$ cat src/rtl/fcs_pkg.sv
package fcs_pkg;
  typedef enum logic [1:0] {
    SEQ_IDLE = 2'd0,
    SEQ_HAVE_DATA = 2'd1,
    SEQ_HAVE_CMD = 2'd2
  } seq_st_e;

  localparam int ST_BE   = 7;
  localparam int ST_DONE = 6;
  localparam int ST_PV   = 5;
  localparam int ST_ACC  = 4;

  localparam logic [7:0] OP_VERIFY   = 8'h05;
  localparam logic [7:0] OP_COMPRESS = 8'h06;
  localparam logic [7:0] OP_PROGRAM  = 8'h20;
  localparam logic [7:0] OP_SECT_ER  = 8'h40;
  localparam logic [7:0] OP_MASS_ER  = 8'h41;
  localparam logic [7:0] OP_ABORT    = 8'h47;

  function automatic logic op_known(input logic [7:0] c);
    return (c == OP_VERIFY) || (c == OP_COMPRESS) || (c == OP_PROGRAM) ||
           (c == OP_SECT_ER) || (c == OP_MASS_ER) || (c == OP_ABORT);
  endfunction

  function automatic logic op_long(input logic [7:0] c);
    return (c == OP_COMPRESS) || (c == OP_ABORT);
  endfunction

  function automatic logic op_modifies(input logic [7:0] c);
    return (c == OP_PROGRAM) || (c == OP_SECT_ER) || (c == OP_MASS_ER);
  endfunction
endpackage

$ cat src/rtl/fcs_bus_decode.sv
module fcs_bus_decode #(
  parameter int AW = 16
) (
  input  logic          we_i,
  input  logic [AW-1:0] addr_i,
  output logic          arr_wr_o,
  output logic          arr_mis_o,
  output logic          st_wr_o,
  output logic          cmd_wr_o,
  output logic [AW-2:0] arr_off_o
);
  logic arr_sel;
  assign arr_sel   = addr_i[AW-1];
  assign arr_wr_o  = we_i & arr_sel & ~addr_i[0];
  assign arr_mis_o = we_i & arr_sel & addr_i[0];
  assign st_wr_o   = we_i & ~arr_sel & ~addr_i[1];
  assign cmd_wr_o  = we_i & ~arr_sel & addr_i[1];
  assign arr_off_o = addr_i[AW-2:0];
endmodule

$ cat src/rtl/fcs_seq.sv
module fcs_seq
  import fcs_pkg::*;
#(
  parameter int AW        = 16,
  parameter int DW        = 16,
  parameter int BE_DELAY  = 4,
  parameter int SECT_BITS = 10
) (
  input  logic          clk_i,
  input  logic          rst_ni,
  input  logic          arr_wr_i,
  input  logic          arr_mis_i,
  input  logic          st_wr_i,
  input  logic          cmd_wr_i,
  input  logic [AW-2:0] arr_off_i,
  input  logic [DW-1:0] wdata_i,
  input  logic          prot_i,
  input  logic          q_busy_i,
  input  logic          fin_i,
  input  logic          fin_long_i,
  output logic          be_o,
  output logic          done_o,
  output logic          acc_o,
  output logic          pv_o,
  output logic [7:0]    cmd_o,
  output logic          launch_o,
  output logic [7:0]    l_cmd_o,
  output logic [AW-2:0] l_addr_o,
  output logic [DW-1:0] l_data_o,
  output logic          l_long_o,
  output logic          cancel_o
);
  localparam int AAW = AW - 1;
  localparam int CW  = $clog2(BE_DELAY + 1);

  seq_st_e       st_q, st_n;
  logic          be_q, done_q, acc_q, pv_q, wait_ord_q;
  logic [CW-1:0] cnt_q;
  logic [7:0]    cmd_q;
  logic [AAW-1:0] adr_q;
  logic [DW-1:0] dat_q;
  logic          set_acc, set_pv, latch, cmd_ld;

  assign launch_o = st_wr_i & wdata_i[ST_BE] & (st_q == SEQ_HAVE_CMD) & ~acc_q & ~pv_q;
  assign cancel_o = arr_wr_i & ~be_q;

  always_comb begin
    set_acc = 1'b0;
    set_pv  = 1'b0;
    latch   = 1'b0;
    cmd_ld  = 1'b0;
    st_n    = st_q;
    if (arr_mis_i) begin
      set_acc = 1'b1;
      st_n    = SEQ_IDLE;
    end else if (arr_wr_i) begin
      if (st_q == SEQ_IDLE) begin
        latch = 1'b1;
        st_n  = SEQ_HAVE_DATA;
      end else begin
        set_acc = 1'b1;
        st_n    = SEQ_IDLE;
      end
    end else if (cmd_wr_i) begin
      if (st_q != SEQ_HAVE_DATA || !op_known(wdata_i[7:0])) begin
        set_acc = 1'b1;
        st_n    = SEQ_IDLE;
      end else if (prot_i && op_modifies(wdata_i[7:0])) begin
        set_pv = 1'b1;
        st_n   = SEQ_IDLE;
      end else begin
        cmd_ld = 1'b1;
        st_n   = SEQ_HAVE_CMD;
      end
    end else if (st_wr_i) begin
      unique case (st_q)
        SEQ_HAVE_DATA: begin
          set_acc = 1'b1;
          st_n    = SEQ_IDLE;
        end
        SEQ_HAVE_CMD: begin
          if (!wdata_i[ST_BE]) begin
            set_acc = 1'b1;
            st_n    = SEQ_IDLE;
          end else if (launch_o) begin
            st_n = SEQ_IDLE;
          end
        end
        default: set_acc = wdata_i[ST_BE];
      endcase
    end
  end

  always_ff @(posedge clk_i or negedge rst_ni) begin
    if (!rst_ni) begin
      st_q  <= SEQ_IDLE;
      acc_q <= 1'b0;
      pv_q  <= 1'b0;
      cmd_q <= '0;
      adr_q <= '0;
      dat_q <= '0;
    end else begin
      st_q  <= st_n;
      acc_q <= (acc_q & ~(st_wr_i & wdata_i[ST_ACC])) | set_acc;
      pv_q  <= (pv_q & ~(st_wr_i & wdata_i[ST_PV])) | set_pv;
      if (cmd_ld) cmd_q <= wdata_i[7:0];
      if (latch) begin
        adr_q <= arr_off_i;
        dat_q <= wdata_i;
      end
    end
  end

  // buffer-empty / complete timing
  always_ff @(posedge clk_i or negedge rst_ni) begin
    if (!rst_ni) begin
      be_q       <= 1'b1;
      done_q     <= 1'b1;
      wait_ord_q <= 1'b0;
      cnt_q      <= '0;
    end else if (launch_o) begin
      be_q       <= 1'b0;
      done_q     <= 1'b0;
      wait_ord_q <= ~op_long(cmd_q);
      cnt_q      <= CW'(BE_DELAY);
    end else begin
      if (cnt_q != '0) cnt_q <= cnt_q - 1'b1;
      if (arr_wr_i && !be_q) begin
        be_q       <= 1'b1;
        wait_ord_q <= 1'b0;
      end else if (wait_ord_q && cnt_q <= CW'(1) && !q_busy_i) begin
        be_q       <= 1'b1;
        wait_ord_q <= 1'b0;
      end else if (fin_long_i && !wait_ord_q) begin
        be_q <= 1'b1;
      end
      if (fin_i) done_q <= 1'b1;
    end
  end

  always_comb begin
    l_addr_o = '0;
    l_data_o = '0;
    unique case (cmd_q)
      OP_PROGRAM, OP_COMPRESS: begin
        l_addr_o = adr_q;
        l_data_o = dat_q;
      end
      OP_SECT_ER: l_addr_o = {adr_q[AAW-1:SECT_BITS], {SECT_BITS{1'b0}}};
      default: ;
    endcase
  end

  assign l_cmd_o  = cmd_q;
  assign l_long_o = op_long(cmd_q);
  assign be_o     = be_q;
  assign done_o   = done_q;
  assign acc_o    = acc_q;
  assign pv_o     = pv_q;
  assign cmd_o    = cmd_q;

  assert_launch_clear_R4: assert property (@(posedge clk_i) disable iff (!rst_ni)
    launch_o |=> (!be_q && !done_q));
  assert_cmd_order_R3: assert property (@(posedge clk_i) disable iff (!rst_ni)
    (cmd_wr_i && st_q != SEQ_HAVE_DATA) |=> acc_q);
  assert_abort_R7: assert property (@(posedge clk_i) disable iff (!rst_ni)
    (st_q == SEQ_HAVE_CMD && st_wr_i && !wdata_i[ST_BE]) |=> (acc_q && st_q == SEQ_IDLE));
  assert_blocked_launch_R10: assert property (@(posedge clk_i) disable iff (!rst_ni)
    (st_wr_i && wdata_i[ST_BE] && be_q && (acc_q || pv_q)) |=> be_q);
  assert_long_hold_R6: assert property (@(posedge clk_i) disable iff (!rst_ni)
    (!be_q && !wait_ord_q && !arr_wr_i && !fin_long_i) |=> !be_q);
endmodule

$ cat src/rtl/fcs_issue.sv
module fcs_issue #(
  parameter int AW = 16,
  parameter int DW = 16
) (
  input  logic          clk_i,
  input  logic          rst_ni,
  input  logic          launch_i,
  input  logic [7:0]    l_cmd_i,
  input  logic [AW-2:0] l_addr_i,
  input  logic [DW-1:0] l_data_i,
  input  logic          l_long_i,
  input  logic          cancel_i,
  input  logic          done_i,
  output logic          start_o,
  output logic [7:0]    cmd_o,
  output logic [AW-2:0] addr_o,
  output logic [DW-1:0] data_o,
  output logic          q_valid_o,
  output logic          fin_o,
  output logic          fin_long_o
);
  logic q_valid_q, q_long_q, busy_q, run_long_q;

  assign start_o    = q_valid_q & ~busy_q;
  assign q_valid_o  = q_valid_q;
  assign fin_o      = done_i & busy_q & ~q_valid_q;
  assign fin_long_o = done_i & busy_q & run_long_q;

  always_ff @(posedge clk_i or negedge rst_ni) begin
    if (!rst_ni) begin
      q_valid_q  <= 1'b0;
      q_long_q   <= 1'b0;
      busy_q     <= 1'b0;
      run_long_q <= 1'b0;
      cmd_o      <= '0;
      addr_o     <= '0;
      data_o     <= '0;
    end else begin
      if (launch_i) begin
        q_valid_q <= 1'b1;
        q_long_q  <= l_long_i;
        cmd_o     <= l_cmd_i;
        addr_o    <= l_addr_i;
        data_o    <= l_data_i;
      end else if (start_o || cancel_i) begin
        q_valid_q <= 1'b0;
      end
      if (start_o) begin
        busy_q     <= 1'b1;
        run_long_q <= q_long_q;
      end else if (done_i) begin
        busy_q <= 1'b0;
      end
    end
  end

  assert_slot_free_R5: assert property (@(posedge clk_i) disable iff (!rst_ni)
    launch_i |-> !q_valid_q);
  assert_queue_next_R12: assert property (@(posedge clk_i) disable iff (!rst_ni)
    (done_i && busy_q && q_valid_q && !cancel_i) |=> start_o);
endmodule

$ cat src/rtl/flash_cmd_seq.sv
module flash_cmd_seq
  import fcs_pkg::*;
#(
  parameter int AW        = 16,
  parameter int DW        = 16,
  parameter int BE_DELAY  = 4,
  parameter int SECT_BITS = 10
) (
  input  logic          clk_i,
  input  logic          rst_ni,
  input  logic          bus_we_i,
  input  logic [AW-1:0] bus_addr_i,
  input  logic [DW-1:0] bus_wdata_i,
  output logic [DW-1:0] bus_rdata_o,
  input  logic          prot_i,
  output logic          op_start_o,
  output logic [7:0]    op_cmd_o,
  output logic [AW-2:0] op_addr_o,
  output logic [DW-1:0] op_data_o,
  input  logic          op_done_i
);
  logic          arr_wr, arr_mis, st_wr, cmd_wr;
  logic [AW-2:0] arr_off;
  logic          be, done, acc, pv, launch, l_long, cancel;
  logic          q_valid, fin, fin_long;
  logic [7:0]    cmd_reg, l_cmd;
  logic [AW-2:0] l_addr;
  logic [DW-1:0] l_data;

  fcs_bus_decode #(.AW(AW)) u_dec (
    .we_i(bus_we_i), .addr_i(bus_addr_i), .arr_wr_o(arr_wr), .arr_mis_o(arr_mis),
    .st_wr_o(st_wr), .cmd_wr_o(cmd_wr), .arr_off_o(arr_off)
  );

  fcs_seq #(.AW(AW), .DW(DW), .BE_DELAY(BE_DELAY), .SECT_BITS(SECT_BITS)) u_seq (
    .clk_i, .rst_ni, .arr_wr_i(arr_wr), .arr_mis_i(arr_mis), .st_wr_i(st_wr),
    .cmd_wr_i(cmd_wr), .arr_off_i(arr_off), .wdata_i(bus_wdata_i), .prot_i,
    .q_busy_i(q_valid), .fin_i(fin), .fin_long_i(fin_long), .be_o(be),
    .done_o(done), .acc_o(acc), .pv_o(pv), .cmd_o(cmd_reg), .launch_o(launch),
    .l_cmd_o(l_cmd), .l_addr_o(l_addr), .l_data_o(l_data), .l_long_o(l_long),
    .cancel_o(cancel)
  );

  fcs_issue #(.AW(AW), .DW(DW)) u_iss (
    .clk_i, .rst_ni, .launch_i(launch), .l_cmd_i(l_cmd), .l_addr_i(l_addr),
    .l_data_i(l_data), .l_long_i(l_long), .cancel_i(cancel), .done_i(op_done_i),
    .start_o(op_start_o), .cmd_o(op_cmd_o), .addr_o(op_addr_o), .data_o(op_data_o),
    .q_valid_o(q_valid), .fin_o(fin), .fin_long_o(fin_long)
  );

  always_comb begin
    bus_rdata_o = '0;
    if (!bus_addr_i[AW-1]) begin
      if (bus_addr_i[1]) bus_rdata_o = {{(DW-8){1'b0}}, cmd_reg};
      else               bus_rdata_o = {{(DW-8){1'b0}}, be, done, pv, acc, 4'b0000};
    end
  end
endmodule

$ cat config.mk
export PLATFORM = sky130hd
export DESIGN_NAME = flash_cmd_seq
export DESIGN_NICKNAME = d
export VERILOG_FILES = /design/src/rtl/fcs_pkg.sv /design/src/rtl/fcs_bus_decode.sv /design/src/rtl/fcs_seq.sv /design/src/rtl/fcs_issue.sv /design/src/rtl/flash_cmd_seq.sv
export SDC_FILE = /design/constraint.sdc
export NUM_CORES = 1
export LEC_CHECK = 0
export BUFFER_PORTS_ARGS = -buffer_cell sky130_fd_sc_hd__buf_2
export CORE_MARGIN = 1
export CORE_UTILIZATION = 45
export CTS_CLUSTER_SIZE = 16
export DETAILED_ROUTE_END_ITERATION = 16
export GPL_TIMING_DRIVEN = 0
export PLACE_DENSITY_LB_ADDON = 0.1
export SLEW_MARGIN = 20
export SYNTH_ARGS = -nofsm -noshare
export SYNTH_HDL_FRONTEND = slang
export SYNTH_SLANG_ARGS = --single-unit
$ cat constraint.sdc
create_clock -name clk_i -period 2.15 [get_ports clk_i]
set_input_delay 0.645 -clock clk_i [delete_from_list [all_inputs] [get_ports clk_i]]
set_output_delay 0.645 -clock clk_i [all_outputs]
set_load 0.05 [all_outputs]
-- Word level (Yosys, flattened, before mapping)
Index checks and enable logic that the tools add are counted.
- add/sub/neg operators: 1
- order comparisons: 1
- equality and inequality tests: 14
- mux-type cells: 50
- bitwise operators: 32
- reductions and logical operators: 31
- operators by type and width (kind ; count):
    equality test 8 x 7 -> 1 bit, second input constant ; 5
    2-to-1 mux 1 bit ; 34
    one-hot mux 15 bit (2 select lines) ; 1
    equality test 8 x 3 -> 1 bit, second input constant ; 3
    bitwise AND 1 bit ; 19
    equality test 8 x 6 -> 1 bit, second input constant ; 2
    2-to-1 mux 16 bit ; 1
    2-to-1 mux 2 bit ; 8
    2-to-1 mux 8 bit ; 2
    NOT 1 bit ; 11
    logical OR 1 bit ; 10
    nonzero test 2 bit ; 4
    nonzero test 4 bit ; 2
    2-to-1 mux 3 bit ; 2
    != test 6 x 5 -> 1 bit, second input constant ; 1
    nonzero test 3 bit ; 2
    logical AND 1 bit ; 5
    nonzero test 5 bit ; 1
    zero test 1 bit ; 4
    one-hot mux 2 bit (2 select lines) ; 1
    less-or-equal comparator 3 x 1 -> 1 bit, second input constant ; 1
    AND reduction 3 bit ; 1
    subtractor 3 x 1 -> 3 bit, second input constant ; 1
    equality test 2 x 1 -> 1 bit, second input constant ; 1
    6 further kinds ; 7
- bits in registers: 92
- bits of input ports: 37
- output and inout bits: 56
- word-level logic and storage cells: 146

-- Logic depth before layout (Yosys ltp)
Gate-level depths: netlist of the first run.
- depth after elaboration: 14
- depth in mapped cells: 8
- depth with buffers taken out: 7

-- Hierarchy
Synthesis of the first run repeated with hierarchy kept, for this count alone.
- cells, all modules: 354
- area total of the unflattened synthesis: 4655.7 sq um
- by module, submodules not included (module ; instances ; cells each ; area each (sq um)):
    fcs_seq ; 1 ; 216 ; 2514.9
    fcs_issue ; 1 ; 96 ; 1821.7
    flash_cmd_seq ; 1 ; 23 ; 168.9
    fcs_bus_decode ; 1 ; 19 ; 150.1

-- Worst setup path before layout of the first run
OpenSTA, ideal clock, no wires.
- path kind: in2out
- start: in bus_addr_i[1]
- end: out bus_rdata_o[4]
- arrival: 1.705 ns
- data required time: 1.505 ns
- slack: -0.200 ns
- stages on the path: 3
- cell sequence: clkbuf_1 -> mux2i_1 -> nor2_1
- longest elaborated chain between the ends: 2
- RTL lines (element ; RTL line ; RTL):
    from (decl) ; flash_cmd_seq.sv:12 ; input logic [AW-1:0] bus_addr_i,
    2-to-1 mux 8 bit ; flash_cmd_seq.sv:54 ; if (bus_addr_i[1]) bus_rdata_o = {{(DW-8){1'b0}}, cmd_reg};
    2-to-1 mux 8 bit ; flash_cmd_seq.sv:53 ; if (!bus_addr_i[AW-1]) begin
    to (decl) ; flash_cmd_seq.sv:14 ; output logic [DW-1:0] bus_rdata_o,
No other way between the ends.

-- Worst setup path in the final report of the first run
- start: in bus_wdata_i[5]
- end: reg u_seq.cmd_q[2], in the netlist u_seq.cmd_o[2]
- longest elaborated chain between the ends: 12
- RTL lines (element ; RTL line ; RTL):
    from (decl) ; flash_cmd_seq.sv:13 ; input logic [DW-1:0] bus_wdata_i,
    equality test 8 x 3 -> 1 bit ; fcs_pkg.sv:21 ; return (c == OP_VERIFY) || (c == OP_COMPRESS) || (c == OP_PROGRAM) ||
    logical OR 1 bit (3 in a row) ; fcs_pkg.sv:21 ;
    logical OR 1 bit (2 in a row) ; fcs_pkg.sv:22 ; (c == OP_SECT_ER) || (c == OP_MASS_ER) || (c == OP_ABORT);
    zero test 1 bit ; fcs_seq.sv:65 ; if (st_q != SEQ_HAVE_DATA || !op_known(wdata_i[7:0])) begin
    logical OR 1 bit ; fcs_seq.sv:65 ;
    2-to-1 mux 1 bit (*) ; fcs_seq.sv:65 ;
    2-to-1 mux 1 bit (*) ; fcs_seq.sv:64 ; end else if (cmd_wr_i) begin
    2-to-1 mux 1 bit (*) ; fcs_seq.sv:56 ; end else if (arr_wr_i) begin
    2-to-1 mux 1 bit (*) ; fcs_seq.sv:53 ; if (arr_mis_i) begin
    to (signal assigned) ; fcs_seq.sv:106 ; if (cmd_ld) cmd_q <= wdata_i[7:0];
    to (decl) ; fcs_seq.sv:39 ; logic [7:0] cmd_q;
Mark *: on every way between the ends. The rest lies on a longest branch, timed or not.
A chain may end at the register's enable or synchronous reset.

==> run metrics, run 1 <==
syn avg cell area=13.2 sq um; Max Cap Violations=0; final hold vios=0; Worst Hold Class=primary input to asynchronous set/reset pin; Yosys cell types=44; TritonCTS Buffers=9; Sw Ratio=between 20% and 30%; Post-synth EDFFs=0; Overall Global Routing Usage=around a fifth; ys flop type=dfrtp_1; xor and xnor area share after synthesis=0.673%; Worst R2R Path Depth=7; reg2reg end=u_seq.cmd_o[2]; Max Root-Sink Buffers=2; # rows=33; H-Tree Depth=3; effective utilization at floorplan=47.1%; FMAX=475 MHz; DR pass1 iterations=4; DRC=0; Post-DP HPWL=5620 um; fin crit period=2.10 ns; grt ovf=0; CTS Hold Bufs=0; Placed Cells=between 400 and 500; mux cell area share after synthesis=around 14%; drt via density=5.16; clk sink count=between 90 and 100; Pwr Density=752 mW/mm^2; Cell Area, Synth=0.00391 sq mm; Final setup viols=0; post-layout worst setup margin=0.0466 ns; CORE AREA=0.00830 sq mm; share of layout cells above drive strength 1=between 40 and 50%; Synth Area in Simple Gates=8.65%; pre-CTS setup slack=-0.551 ns; critical setup path kind=primary input to register; final net count=443; register bit total from synthesis=92; remaining antenna violation count after routing=0; Clk pin slew, worst setup/hold paths=0.10 ns; CP startpoint kind=primary input; Net Sw Power=997 uW; status=complete, no violations; Layout Cells excl Fill=510; post-synthesis adder-cell area fraction=1.92%; Worst Tran Pin Value=roughly 0.53 ns; Final Wtd Congestion=just under 0.8; number of global-route vias before repair=2629; final WL=8100 um; Worst-Skew Late Latency=0.35 ns; Leakage=0.00247 uW; Compound-Gate Fraction of Synth Area=11.8%; TritonCTS clock tree=built; Post-synth ARST share=between 90% and 100%; worst path arrival time=2.35 ns; period utilisation layout=a little over nine tenths; global-route wire length before repair=13000 um; Clock power frac=29.7%; Rel. slew slack=about 64%; Starting DRT DRC Count=116; Antenna Cells=0; clock root buffer=clkbuf_8; Synth Warn #=0; WP data required=2.39 ns; # fillers=747; FF-to-FF setup slack=approximately 0.047 ns; combinational power share=14.2%; Peak VDD IR=0.379 mV; Final Skew=0.0104 ns; Vias=2631; die area=0.00906 sq mm; Max Slew Vio Count=0; largest net degree at the start of global routing=65; reg2reg start=u_seq.st_q[1]; WL per Instance=15.9 um; crit path max fanout=9; worst setup path endpoint=u_seq.cmd_o[2]; initial antenna violation count=0; Die Ht=about 95 um; CP endpoint kind=register; sequential area share after synthesis=59.0%; sequential share of power=approximately 56%; largest family of logic cells by synthesized area=multiplexers; critical path launch point=bus_wdata_i[5]; IO Pins=93; Int Pwr=2600 uW; IO buf count=82; chip width=95.2 um; Syn Inst Count=297; Tot Pwr=roughly 3600 uW; synth-to-layout area growth=22.4%
[sequential cells by signal, summed over array words and instances (netlist names)]
register,cells
u_seq.done_o,1
u_iss.q_valid_o,1
u_seq.adr_q,15
u_iss.q_long_q,1
u_iss.data_o,16
u_iss.run_long_q,1
u_seq.wait_ord_q,1
u_seq.acc_o,1
u_seq.st_q,2
u_seq.cmd_o,8
u_seq.pv_o,1
u_iss.cmd_o,8
u_seq.be_o,1
u_iss.busy_q,1
u_seq.cnt_q,3
u_seq.dat_q,16
u_iss.addr_o,15
[cells in the mapped netlist (2+ instances only)]
cell / count / area [sq um]
mux2i_1: 5 / 50.1
mux2_4: 5 / 75.1
nand2b_1: 4 / 25.0
inv_1: 7 / 26.3
nor4_1: 2 / 12.5
nor2_1: 13 / 48.8
dfrtp_1: 90 / 2250
ha_1: 6 / 75.1
o21a_1: 3 / 22.5
xor2_1: 2 / 17.5
a211o_1: 2 / 17.5
nor2b_1: 3 / 18.8
a21oi_1: 8 / 40.0
and2_1: 10 / 62.6
clkbuf_1: 9 / 33.8
nand2_1: 14 / 52.6
a22o_1: 31 / 272
dfstp_2: 2 / 52.6
mux2_2: 38 / 428
buf_2: 3 / 15.0
buf_4: 8 / 60.1
o21ai_0: 4 / 20.0
nand3_1: 4 / 20.0
nand3b_1: 2 / 15.0
o211ai_1: 2 / 15.0
nor3b_1: 2 / 15.0
[worst max-delay path: stages]
cell and delay (ns):
buf_2 0.16, or3b_1 0.37, or4_1 0.44, a211o_1 0.29, buf_6 0.15, mux2_4 0.29
[through the flow]
step                      TNS [ns]  hold slack, ns  utilization [%]  instance area, sq um
after floorplan             -0.705           0.349                -                  3950
after global placement      -66.41           0.463             54.1                  4490
after detailed placement    -28.12           0.476             54.5                  4520
after CTS                        0           0.162             57.0                  4730
after global routing       -0.0433           0.155             57.6                  4780
final                            0           0.155             57.6                  4780
[layer usage]
layer  global-route usage, %  share of wire (%)  vias to the layer above
met3                    3.99                4.4                        7
met5                       0                  0                        -
met4                    6.69               0.90                        0
met1                    27.0                 49                     1306
met2                    29.3                 46                       63
li1                        -                  -                     1255
[area by class of cell]
class | count | area, sq um | share of cell area [%]
tap | 105 | 131 | 2.75
timing repair buffer | 85 | 469 | 9.81
inverter | 7 | 26.3 | 0.549
clock buffer | 10 | 128 | 2.67
sequential | 92 | 2310 | 48.2
buffer | 21 | 138 | 2.88
multi-input combinational | 184 | 1540 | 32.1
clock inverter | 6 | 47.5 | 0.994
[what timing repair did]
action,CTS,global route
buffers inserted,1,1
setup endpoints to repair,34,55
pin swaps,1,0
gates resized for setup,9,22
[power by group through the flow]
stage	sequential [uW]	clock (uW)	combinational, uW
global route	2040	1170	584
CTS	2020	1090	519
floorplan	2020	0	379
finish	2020	1070	513
global placement	2040	0	489
detailed placement	2050	0	514
[worst min-delay path by stage]
stage,to,slack [ns],cells past startpoint
6_report,u_seq.cmd_o[4],0.15,1
5_1_grt,u_iss.cmd_o[7],0.15,1
4_1_cts,u_iss.cmd_o[3],0.16,1
3_5_place_dp,u_iss.addr_o[9],0.48,1
3_3_place_gp,u_iss.run_long_q,0.46,2
2_1_floorplan,u_iss.addr_o[0],0.35,0
[logic make-up after synthesis]
| group | after synthesis |
|---|---|
| xor gates and xnor gates | 3 |
| DFF | 92 |
| other | 1 |
| muxes | 48 |
| and+or+nand+nor | 62 |
| adders and majority gates | 6 |
| buffers and inverters | 28 |
| AOI/OAI and AO/OA | 57 |
[layout by cell type, fill, tap and decap left out, types with 5 or more instances in the layout]
cell type / netlist / layout
nand2_1: 14 / 14
mux2_2: 38 / 38
ha_1: 6 / 5
dfrtp_1: 90 / 89
nor2_1: 13 / 9
inv_1: 7 / 7
clkbuf_8: 0 / 9
a21oi_1: 8 / 7
mux2_4: 5 / 5
buf_4: 8 / 16
and2_1: 10 / 6
buf_2: 3 / 77
mux2i_1: 5 / 5
clkbuf_2: 0 / 5
conb_1: 1 / 8
a22o_1: 31 / 31
Note: power is estimated with default switching activity, not from simulation.
==> inputs of run 2 (changes only) <==
--- a/config.mk
+++ b/config.mk
@@ -6,7 +6,7 @@
 export NUM_CORES = 1
 export LEC_CHECK = 0
 export BUFFER_PORTS_ARGS = -buffer_cell sky130_fd_sc_hd__buf_2
-export CORE_MARGIN = 1
+export CORE_MARGIN = 1.5
 export CORE_UTILIZATION = 45
 export CTS_CLUSTER_SIZE = 16
 export DETAILED_ROUTE_END_ITERATION = 16
==> run metrics, run 2 (same netlist as run 1, synthesis figures left out) <==
critical path depth=6 (unchanged); Bufs and invs on worst path=2 (unchanged); WP data required=2.39 ns (about the same); die area=0.00925 sq mm (+2.1%); pre-CTS setup slack=-0.526 ns (+0.0247 ns); CTS Hold Bufs=0 (unchanged); Post-DP HPWL=5510 um (-2.0%); CP startpoint kind=primary input; Worst-Skew Late Latency=0.35 ns (about the same); status=complete, no violations; clk sink count=92 (unchanged); synth-to-layout area growth=23.0%; fin crit period=2.11 ns (+0.0113 ns); Max Root-Sink Buffers=2 (unchanged); Final Wtd Congestion=0.832 (+7.1%); RSZ-0062 raised after global routing=no; most common cell after layout, fill and taps aside=dfrtp_1; TritonCTS Buffers=9 (unchanged); WL met2=3610 um (-2.3%); WL per Instance=15.6 um (-1.4%); Rel. slew slack=66.1% (+1.6 points); final net count=442 (-0.23%); Worst Tran Pin Value=0.508 ns (-0.0243 ns); CORE AREA=0.00830 sq mm (unchanged); drt via density=5.16 (about the same); period utilisation layout=98.4% (+0.53 points); most frequent cells in the layout=dfrtp_1, buf_2, mux2_2; share of layout cells above drive strength 1=44.6% (+0.11 points); FMAX=473 MHz (-0.53%); IO buf count=82 (unchanged); CP endpoint kind=register; # rows=33 (unchanged); CP delay by family, top=simple AND/OR/NAND/NOR gates; crit path max fanout=9 (unchanged); Vias=2627 (-0.15%); max layer used=met4; final core utilization=57.9% (+0.29 points); TritonCTS clock tree=built; grt ovf=0 (unchanged); CP peak stage delay=0.43 ns (about the same); Worst Hold Class=primary input to asynchronous set/reset pin; Starting DRT DRC Count=122 (+5.2%); Leakage=0.00248 uW (+0.55%); DR pass1 iterations=4 (unchanged); CP Cell Sequence=buf_2 > or3b_1 > or4_1 > a211o_1 > buf_6 > mux2_4; Max Cap Violations=0 (unchanged); initial antenna violation count=0 (unchanged); final hold vios=0 (unchanged); Final Skew=0.00943 ns (-0.000991 ns); chip width=96.2 um (+1.1%); number of global-route vias before repair=2547 (-3.1%); Clk pin slew, worst setup/hold paths=0.09 ns (about the same); met3 wire length=467 um (+32%); IO Pins=93 (unchanged); Metal-1 WL=3790 um (-4.6%); Pwr Density=763 mW/mm^2 (+1.4%); Tot Pwr=3670 uW (+1.9%); Overall Global Routing Usage=18.9% (-0.25 points); largest net degree at the start of global routing=81 (+25%); Final setup viols=0 (unchanged); clock root buffer=clkbuf_8; Max Slew Vio Count=0 (unchanged); top flop regs=u_iss.data_o: 16 flops, u_seq.dat_q: 16 flops; worst path arrival time=2.35 ns (about the same); H-Tree Depth=3 (unchanged); Antenna Cells=0 (unchanged); DRC=0 (unchanged); effective utilization at floorplan=47.1% (unchanged); Crit-path slowest cell=or4_1; Peak VDD IR=0.366 mV (-3.5%); global-route wire length before repair=13000 um (unchanged); Die Ht=96.2 um (+1.1%); remaining antenna violation count after routing=0 (unchanged); final WL=7970 um (-1.6%); critical setup path kind=primary input to register; post-layout worst setup margin=0.0353 ns (-0.0113 ns); Worst R2R Path Depth=7 (unchanged)
[run 2: cell types whose count changed in the layout (fill, tap and decap cells not counted), sizes merged]
cell / before / now
inv: 9 / 7
bufinv: 0 / 1
clkbuf: 20 / 19
clkinv: 3 / 4
[run 2: cell type report]
type / instances / area [sq um]
Buffer: 20 / 134
Clock buffer: 10 / 128
Clock inverter: 6 / 65.1
Fill cell: 736 / 3490
Inverter: 7 / 26.3
Multi-Input combinational cell: 184 / 1550
Sequential cell: 92 / 2300
Tap cell: 105 / 131
Timing Repair Buffer: 85 / 469
[run 2: path summary, 6_finish.rpt]
kind,start,to,slack (ns)
setup / recovery,bus_wdata_i[5],u_seq.cmd_o[6],0.04
hold / removal,rst_ni,u_seq.cmd_o[5],0.10
setup reg to reg,u_seq.st_q[1],u_seq.cmd_o[6],0.12
hold reg to reg,u_seq.dat_q[0],u_iss.data_o[0],0.49
max in group asynchronous,rst_ni,u_seq.pv_o,1.44
min in group clk_i,u_seq.dat_q[0],u_iss.data_o[0],0.49
[run 2: metrics by stage]
stage | TNS (ns) | hold slack [ns] | instances | area [sq um]
after floorplan | -0.705 | 0.349 | 304 | 3950
final | 0 | 0.101 | 509 | 4810
after global routing | 0 | 0.0731 | 509 | 4810
after global placement | -67.62 | 0.463 | 491 | 4490
after CTS | 0 | 0.0897 | 508 | 4750
after detailed placement | -28.53 | 0.474 | 492 | 4520
[run 2: per-layer routing]
metal | vias up | GRT usage, %
met5 | - | 0
met4 | 0 | 7.35
met3 | 8 | 4.98
met2 | 77 | 27.0
met1 | 1291 | 27.4
li1 | 1251 | -
[run 2: worst reg2reg max path, delay by kind of cell, from the launching register on]
family	cells	cell delay, ns
mux	1	0.29
simple gates	2	0.56
compound gates	1	0.29
fa+ha+maj	1	0.14
flops	1	0.41
buf+inv	2	0.23
[run 2: what timing repair did]
item,4_1_cts,5_1_grt
hold endpoints to repair,0,0
pin swaps,1,0
resized for setup,12,18
setup buffers,1,1
endpoints found under the setup margin,35,52
[run 2: power by group]
group	internal [uW]	leakage [uW]	switching, uW	total [uW]
clock	539	0.0000962	603	1140
sequential	1910	0.00120	105	2010
combinational	260	0.00118	251	511
